File: src/rtl/md_pkg.sv
package md_pkg;

    typedef enum logic [2:0] {
        MD_MUL_S  = 3'd0,
        MD_MUL_U  = 3'd1,
        MD_DIV_S  = 3'd2,
        MD_DIV_U  = 3'd3,
        MD_DIVL_S = 3'd4,
        MD_DIVL_U = 3'd5,
        MD_RSV_6  = 3'd6,
        MD_RSV_7  = 3'd7
    } md_op_e;

    typedef enum logic [1:0] {
        ST_IDLE = 2'd0,
        ST_ITER = 2'd1,
        ST_FIX  = 2'd2
    } md_state_e;

    typedef struct packed {
        logic valid;
        logic is_div;
        logic is_signed;
        logic is_long;
    } md_dec_t;

    function automatic md_dec_t md_decode(md_op_e code);
        md_dec_t d;
        d.valid     = (code != MD_RSV_6) && (code != MD_RSV_7);
        d.is_div    = (code == MD_DIV_S) || (code == MD_DIV_U) ||
                      (code == MD_DIVL_S) || (code == MD_DIVL_U);
        d.is_signed = (code == MD_MUL_S) || (code == MD_DIV_S) || (code == MD_DIVL_S);
        d.is_long   = (code == MD_DIVL_S) || (code == MD_DIVL_U);
        return d;
    endfunction

endpackage

File: src/rtl/md_mul_step.sv
// One shift-add step: conditionally add the multiplicand to the upper half,
// then shift the joined accumulator right by one place.
module md_mul_step #(
    parameter int W = 16
) (
    input  logic [W-1:0] acc_hi,
    input  logic [W-1:0] acc_lo,
    input  logic [W-1:0] mcand,
    output logic [W-1:0] nxt_hi,
    output logic [W-1:0] nxt_lo
);
    logic [W:0] sum;

    always_comb begin
        sum    = {1'b0, acc_hi} + (acc_lo[0] ? {1'b0, mcand} : '0);
        nxt_hi = sum[W:1];
        nxt_lo = {sum[0], acc_lo[W-1:1]};
    end
endmodule

File: src/rtl/md_div_step.sv
// One restoring-division step: shift one dividend bit into the partial
// remainder, subtract the divisor when it fits, record the quotient bit.
module md_div_step #(
    parameter int W = 16
) (
    input  logic [W-1:0] rem,
    input  logic [W-1:0] quo,
    input  logic [W-1:0] dvsr,
    output logic [W-1:0] nxt_rem,
    output logic [W-1:0] nxt_quo
);
    logic [W:0] shifted;
    logic [W:0] diff;
    logic       fits;

    always_comb begin
        shifted = {rem, quo[W-1]};
        diff    = shifted - {1'b0, dvsr};
        fits    = shifted >= {1'b0, dvsr};
        nxt_rem = fits ? diff[W-1:0] : shifted[W-1:0];
        nxt_quo = {quo[W-2:0], fits};
    end
endmodule

File: src/rtl/md_fixup.sv
// Final cycle: restore signs on the magnitude result and judge whether a
// quotient fits in the W-bit range of its form.
module md_fixup #(
    parameter int W = 16
) (
    input  logic         is_div,
    input  logic         is_signed,
    input  logic         neg_res,
    input  logic         neg_rem,
    input  logic         pre_ovf,
    input  logic [W-1:0] acc_hi,
    input  logic [W-1:0] acc_lo,
    output logic [W-1:0] res_hi,
    output logic [W-1:0] res_lo,
    output logic         ovf
);
    localparam logic [W-1:0] HALF = {1'b1, {(W-1){1'b0}}};

    logic [2*W-1:0] prod;
    logic [2*W-1:0] prod_s;
    logic [W-1:0]   quo_s;
    logic [W-1:0]   rem_s;
    logic           range_bad;

    always_comb begin
        prod      = {acc_hi, acc_lo};
        prod_s    = neg_res ? -prod : prod;
        quo_s     = neg_res ? -acc_lo : acc_lo;
        rem_s     = neg_rem ? -acc_hi : acc_hi;
        range_bad = is_signed & (neg_res ? (acc_lo > HALF) : (acc_lo >= HALF));
        ovf       = is_div & (pre_ovf | range_bad);
        res_hi    = is_div ? rem_s : prod_s[2*W-1:W];
        res_lo    = is_div ? quo_s : prod_s[W-1:0];
    end
endmodule

File: src/rtl/md_unit.sv
module md_unit
    import md_pkg::*;
#(
    parameter int W = 16
) (
    input  logic         clk,
    input  logic         rst,
    input  logic         start,
    input  logic [2:0]   op,
    input  logic [W-1:0] opnd_a,
    input  logic [W-1:0] opnd_b,
    input  logic         hi_wr,
    input  logic [W-1:0] hi_wdata,
    input  logic         lo_wr,
    input  logic [W-1:0] lo_wdata,
    output logic         busy,
    output logic         done,
    output logic         div_zero,
    output logic         ovf,
    output logic [W-1:0] hi_q,
    output logic [W-1:0] lo_q
);
    localparam int            CW   = (W > 2) ? $clog2(W) : 1;
    localparam logic [CW-1:0] LAST = CW'(W - 1);

    md_state_e      state_q;
    logic [CW-1:0]  cnt_q;
    logic [W-1:0]   acc_hi_q, acc_lo_q, opnd_q;
    logic           div_q, sgn_q, neg_res_q, neg_rem_q, pre_ovf_q;
    logic [W-1:0]   md_hi_q, md_lo_q;
    logic           done_q, dz_q, ovf_q;

    // decode and operand preparation for the start cycle
    md_dec_t        dec;
    logic           accept, launch;
    logic           a_neg, b_neg, dvd_neg;
    logic [W-1:0]   a_mag, b_mag;
    logic [2*W-1:0] dvd_raw, dvd_mag;
    logic [W-1:0]   ld_hi, ld_lo;
    logic           ld_neg_res, ld_neg_rem, ld_pre_ovf;

    always_comb begin
        dec     = md_decode(md_op_e'(op));
        accept  = (state_q == ST_IDLE) && start;
        launch  = accept && dec.valid && !(dec.is_div && (opnd_b == '0));
        a_neg   = dec.is_signed & opnd_a[W-1];
        b_neg   = dec.is_signed & opnd_b[W-1];
        a_mag   = a_neg ? -opnd_a : opnd_a;
        b_mag   = b_neg ? -opnd_b : opnd_b;
        if (dec.is_long)
            dvd_raw = {md_hi_q, md_lo_q};
        else if (dec.is_signed)
            dvd_raw = {{W{md_lo_q[W-1]}}, md_lo_q};
        else
            dvd_raw = {{W{1'b0}}, md_lo_q};
        dvd_neg = dec.is_signed & dvd_raw[2*W-1];
        dvd_mag = dvd_neg ? -dvd_raw : dvd_raw;
        if (dec.is_div) begin
            ld_hi      = dvd_mag[2*W-1:W];
            ld_lo      = dvd_mag[W-1:0];
            ld_neg_res = dvd_neg ^ b_neg;
            ld_neg_rem = dvd_neg;
            ld_pre_ovf = dvd_mag[2*W-1:W] >= b_mag;
        end else begin
            ld_hi      = '0;
            ld_lo      = a_mag;
            ld_neg_res = a_neg ^ b_neg;
            ld_neg_rem = 1'b0;
            ld_pre_ovf = 1'b0;
        end
    end

    // iteration datapaths
    logic [W-1:0] mul_hi, mul_lo, div_hi, div_lo;

    md_mul_step #(.W(W)) u_mul (
        .acc_hi (acc_hi_q),
        .acc_lo (acc_lo_q),
        .mcand  (opnd_q),
        .nxt_hi (mul_hi),
        .nxt_lo (mul_lo)
    );

    md_div_step #(.W(W)) u_div (
        .rem     (acc_hi_q),
        .quo     (acc_lo_q),
        .dvsr    (opnd_q),
        .nxt_rem (div_hi),
        .nxt_quo (div_lo)
    );

    logic [W-1:0] fix_hi, fix_lo;
    logic         fix_ovf;

    md_fixup #(.W(W)) u_fix (
        .is_div    (div_q),
        .is_signed (sgn_q),
        .neg_res   (neg_res_q),
        .neg_rem   (neg_rem_q),
        .pre_ovf   (pre_ovf_q),
        .acc_hi    (acc_hi_q),
        .acc_lo    (acc_lo_q),
        .res_hi    (fix_hi),
        .res_lo    (fix_lo),
        .ovf       (fix_ovf)
    );

    always_ff @(posedge clk) begin
        if (rst) begin
            state_q   <= ST_IDLE;
            cnt_q     <= '0;
            acc_hi_q  <= '0;
            acc_lo_q  <= '0;
            opnd_q    <= '0;
            div_q     <= 1'b0;
            sgn_q     <= 1'b0;
            neg_res_q <= 1'b0;
            neg_rem_q <= 1'b0;
            pre_ovf_q <= 1'b0;
            md_hi_q   <= '0;
            md_lo_q   <= '0;
            done_q    <= 1'b0;
            dz_q      <= 1'b0;
            ovf_q     <= 1'b0;
        end else begin
            done_q <= 1'b0;
            unique case (state_q)
                ST_IDLE: begin
                    if (launch) begin
                        state_q   <= ST_ITER;
                        cnt_q     <= '0;
                        acc_hi_q  <= ld_hi;
                        acc_lo_q  <= ld_lo;
                        opnd_q    <= b_mag;
                        div_q     <= dec.is_div;
                        sgn_q     <= dec.is_signed;
                        neg_res_q <= ld_neg_res;
                        neg_rem_q <= ld_neg_rem;
                        pre_ovf_q <= ld_pre_ovf;
                    end else if (accept) begin
                        // zero divisor or reserved code: finish at once
                        done_q <= 1'b1;
                        dz_q   <= dec.valid;
                        ovf_q  <= 1'b0;
                    end else begin
                        if (hi_wr) md_hi_q <= hi_wdata;
                        if (lo_wr) md_lo_q <= lo_wdata;
                    end
                end
                ST_ITER: begin
                    acc_hi_q <= div_q ? div_hi : mul_hi;
                    acc_lo_q <= div_q ? div_lo : mul_lo;
                    cnt_q    <= cnt_q + 1'b1;
                    if (cnt_q == LAST) state_q <= ST_FIX;
                end
                ST_FIX: begin
                    state_q <= ST_IDLE;
                    done_q  <= 1'b1;
                    dz_q    <= 1'b0;
                    ovf_q   <= fix_ovf;
                    if (!fix_ovf) begin
                        md_hi_q <= fix_hi;
                        md_lo_q <= fix_lo;
                    end
                end
                default: state_q <= ST_IDLE;
            endcase
        end
    end

    assign busy     = (state_q != ST_IDLE);
    assign done     = done_q;
    assign div_zero = dz_q;
    assign ovf      = ovf_q;
    assign hi_q     = md_hi_q;
    assign lo_q     = md_lo_q;

endmodule

File: config.mk
export PLATFORM = sky130hd
export DESIGN_NAME = md_unit
export DESIGN_NICKNAME = d
export VERILOG_FILES = /design/src/rtl/md_pkg.sv /design/src/rtl/md_mul_step.sv /design/src/rtl/md_div_step.sv /design/src/rtl/md_fixup.sv /design/src/rtl/md_unit.sv
export SDC_FILE = /design/constraint.sdc
export NUM_CORES = 1
export LEC_CHECK = 0
export ABC_AREA = 0
export CORE_MARGIN = 1.5
export CORE_UTILIZATION = 40
export DETAILED_ROUTE_END_ITERATION = 10
export PLACE_DENSITY = 0.69
export SLEW_MARGIN = 20
export SYNTH_ARGS = -nofsm -noshare
export SYNTH_HDL_FRONTEND = slang
export SYNTH_SLANG_ARGS = --single-unit
File: constraint.sdc
create_clock -name clk -period 9.5 [get_ports clk]
set_input_delay 2.85 -clock clk [delete_from_list [all_inputs] [get_ports clk]]
set_output_delay 2.85 -clock clk [all_outputs]
set_load 0.005 [all_outputs]
; ---- Word level (Yosys, flattened, before mapping)
; Cells that the tools add are included.
[totals]
inputBits = 72
out_inout_bits = 36
word_cells = 125
reg_bits = 94
[classes]
add_sub_neg = 9
magnitude_cmp = 4
n_bitwise = 8
eq_ne = 17
mux = 48
reduce_logical = 24
[op_table]
columns = op, n
row1 = two-way mux 16 bit, 22
row2 = two-way mux 32 bit, 4
row3 = one-hot mux 16 bit (2 select lines), 4
row4 = negation 16 bit, 4
row5 = negation 32 bit, 2
row6 = adder 16 x 16 -> 17 bit, 1
row7 = greater-or-equal comparator 17 x 16 -> 1 bit, 1
row8 = greater-or-equal comparator 16 bit, 1
row9 = "greater-or-equal comparator 16 bit, second input constant", 1
row10 = "> comparator 16 bit, second input constant", 1
row11 = zero test 16 bit, 1
row12 = "inequality test 2 bit, second input constant", 8
row13 = subtractor 16 bit, 1
row14 = two-way mux 1 bit, 10
row15 = AND reduction 5 bit, 2
row16 = one-hot mux 4 bit (2 select lines), 1
row17 = "== test 3 x 2 -> 1 bit, second input constant", 2
row18 = "== test 3 bit, second input constant", 2
row19 = logical OR 1 bit, 6
row20 = "inequality test 3 bit, second input constant", 2
row21 = one-hot mux 1 bit (2 select lines), 3
row22 = AND reduction 2 bit, 3
row23 = nonzero test 2 bit, 3
row24 = bitwise AND 1 bit, 5
row25 = other kinds (14), 20

; ---- Logic depth before layout (Yosys ltp)
[logic_depth]
ltp_word = 10
depth_mapped = 16
depth_no_buf = 16

; ---- By module
; A second synthesis with hierarchy kept.
[hier_totals]
cells_unflattened = 1248
area_unflattened_um2 = 9805.7
[by_module_without_submodules]
columns = mod, area_each_um2, cells_per_inst, seq_area_each_um2, instances
row1 = md_unit, 6560.0, 811, 1881.8, 1
row2 = md_div_step, 1285.0, 172, 0.0, 1
row3 = md_mul_step, 1072.3, 142, 0.0, 1
row4 = md_fixup, 888.4, 123, 0.0, 1

; ---- Worst setup path before layout
; Ideal clock, no wire load.
[synth_path]
path_kind = input to register
startpoint = input op[1]
endpoint = register pre_ovf_q
required_time_ns = 9.414
n_path_buf = 3
t_arrival_ns = 5.360
setup_time_ns = 0.086
stages = 16
slack_ns = 4.055
path_cell_list = buf_2 -> nand2b_1 -> buf_2 -> o211ai_1 -> or2_2 -> clkbuf_1 -> o41ai_1 -> a22oi_1 -> o21ai_2 -> ha_1 -> a21o_1 -> a21o_1 -> a21o_1 -> nor2_1 -> a211o_1 -> a211oi_1
[synth_between]
elab_chain_cells = 9
word_cells_on_any_way = 28
classes_between = add/sub (1) / order compare (1) / eq/ne (6) / mux (5) / bitwise (2) / reduce/logical (13)
[synth_lines]
columns = item, line_no
row1 = from (decl), md_unit.sv:9  ; input logic [2:0] op,
row2 = == test 3 x 2 -> 1 bit or zero test 3 bit (tied branches), "md_pkg.sv:30, md_pkg.sv:32"
row3 = logical OR 1 bit (2 in a row), md_pkg.sv:32  ; d.is_signed = (code == MD_MUL_S) || (code == MD_DIV_S) || (code == MD_DIVL_S);
row4 = two-way mux 32 bit, md_unit.sv:52  ; else if (dec.is_signed)
row5 = two-way mux 32 bit, md_unit.sv:50  ; if (dec.is_long)
row6 = negation 32 bit or bitwise AND 1 bit (tied branches), "md_unit.sv:57, md_unit.sv:56"
row7 = two-way mux 32 bit, md_unit.sv:57  ; dvd_mag = dvd_neg ? -dvd_raw : dvd_raw;
row8 = greater-or-equal comparator 16 bit, md_unit.sv:63  ; ld_pre_ovf = dvd_mag[2*W-1:W] >= b_mag;
row9 = two-way mux 1 bit, md_unit.sv:58  ; if (dec.is_div) begin
row10 = to (signal assigned), md_unit.sv:139  ; pre_ovf_q <= ld_pre_ovf;
row11 = to (decl), md_unit.sv:29  ; logic div_q, sgn_q, neg_res_q, neg_rem_q, pre_ovf_q;
; Parallel ways exist; a longest one is shown, timed or not.
; A chain may end at the register's enable or synchronous reset.

; ---- Worst setup path after layout
[layout_path]
startpoint = input opnd_b[0]
endpoint = register acc_hi_q[0]
[layout_between]
elab_chain_cells = 6
[layout_lines]
columns = item, line_no
row1 = from (decl), md_unit.sv:11  ; input logic [W-1:0] opnd_b,
row2 = zero test 16 bit, md_unit.sv:45  ; launch = accept && dec.valid && !(dec.is_div && (opnd_b == '0));
row3 = logical AND 1 bit, md_unit.sv:45
row4 = zero test 1 bit, md_unit.sv:45
row5 = logical AND 1 bit, md_unit.sv:45
row6 = inequality test 2 bit (no line), n/a
row7 = AND reduction 2 bit (no line), n/a
row8 = to (signal assigned), md_unit.sv:132  ; acc_hi_q <= ld_hi;
row9 = to (signal assigned), md_unit.sv:151  ; acc_hi_q <= div_q ? div_hi : mul_hi;
row10 = to (decl), md_unit.sv:28  ; logic [W-1:0] acc_hi_q, acc_lo_q, opnd_q;
; No other way between the ends.

==> impl_metrics.ini <==
[status]
outcome = finished, final reports clean

[yosys]
async_flop_share_pct = 0
ys.flop_type = dfxtp_1
yosys-top-cells-count = nor2_1 (169), a21oi_1 (122), dfxtp_1 (94)
synth_enable_flop_cells = 0
yosysUniqueCellTypes = 75
yosys_warnings = 0
yosysMostFrequentCell = nor2_1
synth_seq_area_share_pct = 21.5
syn_area_per_cell_um2 = 7.29
postSynthNetCount = 1331
synth_seq_cells = 94
syn-cell-area_mm2 = 0.00877
syn_inst = 1203
synth_top_area_share_pct = 21.5
synth.area.top_cells = dfxtp_1 (21%), ha_1 (7.7%), nor2_1 (7.2%)
yosysTopAreaCell = dfxtp_1

[clock_network]
cts_sinks = 94
postCtsHoldBufs = 0
cts_made_buffers = 9
clock_latency_ps = 360
cts_max_level = 3
cts_resized = 0
clockBufferDepth = 2
clockRootBuffer = clkbuf_16
cts_tree = done
clk_pin_slew_worst_paths_ps = 70
post_cts_buffers = 0

[worst_setup_path]
end_kind = register
critPathMaxFanout = 20
arrival_ps = 6740
critical_path_depth = 11
critPathSlowestCell = o31a_1
worstReg2RegEnd = pre_ovf_q$_SDFFE_PP0P_
cpPeakStageDelay_ps = 800
cpLargestDelayFamily = compound AO/OA/AOI/OAI gates
endpoint = acc_hi_q[0]$_SDFFE_PP0P_
critical_path_buf_inv_count = 2
cp-start-kind = input port
path_cells = clkdlybuf4s50_1, inv_1, ha_1, or3b_2, nor4_2, a21boi_0, nor2_1, o31a_1, a22oi_1, o21a_1, a221oi_1
worstReg2RegStart = lo_q[2]$_SDFFE_PP0P_
ff2ff_setup_slack_ps = 5780
crit_required_ps = 9760
rr_worst_depth = 13
path_class = in2reg
startpoint = opnd_b[0]

[die]
die_x_um = 151
rows = 53
die_area_mm2 = 0.0228
fp.dieH_um = 151
start_util_pct = 41.2
io_pins = 108
fp.coreArea_mm2 = 0.0213

[placed_design]
port_buffers = 107
place_congestion = 0.919
dp_hpwl_um = 23200
dp_cells = 1514
post-place-ws_ps = 2740

[drt]
routed_wirelength_um = 30400
vias = 9268
drc_errors = 0
dr.first_iter.drc_count = 810
drtAntennaViolNets = 0
routedWlPerCell_um = 19.9
vias_per_cell = 6.06
drt_pre_antenna_iters = 6

[power_and_ir_drop]
p_sw_uw = 487
p_sw_share_pct = 37.0
p_per_area_mw_per_mm2 = 128
p_total_mw = 1.31
seqPwrFrac_pct = 35.7
clockPowerShare_pct = 29.0
irDropWorstVdd_mv = 0.0762
combPwrFrac_pct = 35.3
p_leak_nw = 3.95
p_int_uw = 828

[finish]
drive_above_1_share_pct = 4.86
syn_to_final_growth_pct = 16.9
instances_no_fill = 1529
antennaDiodeCount = 0
nNetsFinal = 1378
fin_util_pct = 48.2

[sta]
fin_tns_setup_ps = 0
rsz0062_at_grt = no
finalMaxSlewViolations = 0
layout_setup_ws_ps = 3010
finalClockSkew_ps = 12.3
fmax_ghz = 0.154
period_needed_ps = 6490
hold_violations = 0
setup_viol = 0
tightest_slew_ps = 1100
relSlewSlack_pct = 26.5
post-route-period-util_pct = 68.3

[global_routing]
antenna_found_initial = 0
grt_pass1_wl_um = 46300
grt_start_max_net_pins = 80
grt_usage_pct = 26.3
overflow = 0
grt_pass1_vias = 8342

[min_path]
hold_class = reg2reg

[job]
drv_cap = 0
placed cells by master (no fill, tap or decap), types with 16 or more instances in the layout:
cell / n
nand2b_1: 25
a21oi_1: 121
dfxtp_1: 93
a21o_1: 26
o21ai_0: 47
o211ai_1: 16
a211oi_1: 57
a22oi_1: 16
nand3_1: 21
nand2_1: 75
nor3_1: 24
xnor2_1: 49
clkdlybuf4s50_1: 106
inv_1: 48
ha_1: 54
nor2_1: 169
xor2_1: 45
metal layers:
metal / track usage [%] / vias to the layer above / share of wire [%]
li1: - / 4493 / -
met1: 34.9 / 4273 / 42
met2: 43.1 / 447 / 46
met3: 4.25 / 55 / 8.5
met4: 9.32 / 0 / 3.3
met5: 0 / - / 0
how the worst min path moves through the flow:
stage / depth (start not counted) / startpoint / slack (ps) / end
after detailed placement: 2 / ovf$_SDFFE_PP0P_ / 480 / ovf$_SDFFE_PP0P_
final: 2 / cnt_q[2]$_SDFFE_PP0P_ / 490 / state_q[1]$_SDFFE_PP0P_
after CTS: 2 / ovf$_SDFFE_PP0P_ / 490 / ovf$_SDFFE_PP0P_
after floorplan: 2 / opnd_q[0]$_SDFFE_PP0P_ / 450 / opnd_q[0]$_SDFFE_PP0P_
after global routing: 2 / ovf$_SDFFE_PP0P_ / 510 / ovf$_SDFFE_PP0P_
after global placement: 2 / opnd_q[15]$_SDFFE_PP0P_ / 470 / opnd_q[15]$_SDFFE_PP0P_
power by group through the flow:
stage / clock network [mW] / logic, mW / registers, mW
2_1_floorplan: 0 / 0.326 / 0.454
3_3_place_gp: 0 / 0.450 / 0.476
3_5_place_dp: 0 / 0.454 / 0.476
4_1_cts: 0.384 / 0.457 / 0.467
5_1_grt: 0.398 / 0.508 / 0.472
6_report: 0.382 / 0.464 / 0.469
metrics by stage:
stage          instance area, µm²  hold slack [ps]
6_report                    10300              493
5_1_grt                     10300              512
4_1_cts                     10300              494
3_5_place_dp                 9960              485
3_3_place_gp                 9960              472
2_1_floorplan                8770              448
final cells by class:
| type | count | area, µm² |
|---|---|---|
| Clock buffer | 10 | 239 |
| Timing Repair Buffer | 118 | 1150 |
| Sequential cell | 94 | 1880 |
| Multi-Input combinational cell | 979 | 6400 |
| Inverter | 48 | 180 |
| Tap cell | 275 | 344 |
| Fill cell | 2107 | 11000 |
| Clock inverter | 5 | 57.6 |
cell families (layout without fill, tap and decap cells):
| kind of cell | count (synthesis) | after routing | synth area share [%] |
|---|---|---|---|
| compound gates | 412 | 412 | 31.2 |
| simple gates | 402 | 402 | 22.2 |
| buf+inv | 130 | 181 | 5.86 |
| xor+xnor | 95 | 95 | 9.49 |
| flops | 94 | 94 | 21.5 |
| fa+ha+maj | 56 | 56 | 8.16 |
| mux | 14 | 14 | 1.63 |
state kept, by name (all words and copies together) (netlist names), 2 cells and up:
register / flops
acc_hi_q: 16
acc_lo_q: 16
hi_q: 16
lo_q: 16
opnd_q: 16
cnt_q: 4
state_q: 2
worst min-delay path: stages, from the launching register on:
cell and delay (ps):
dfxtp_1 320, nand3_1 90, nor2_1 40
No activity file was read; power rests on OpenSTA's default activity.
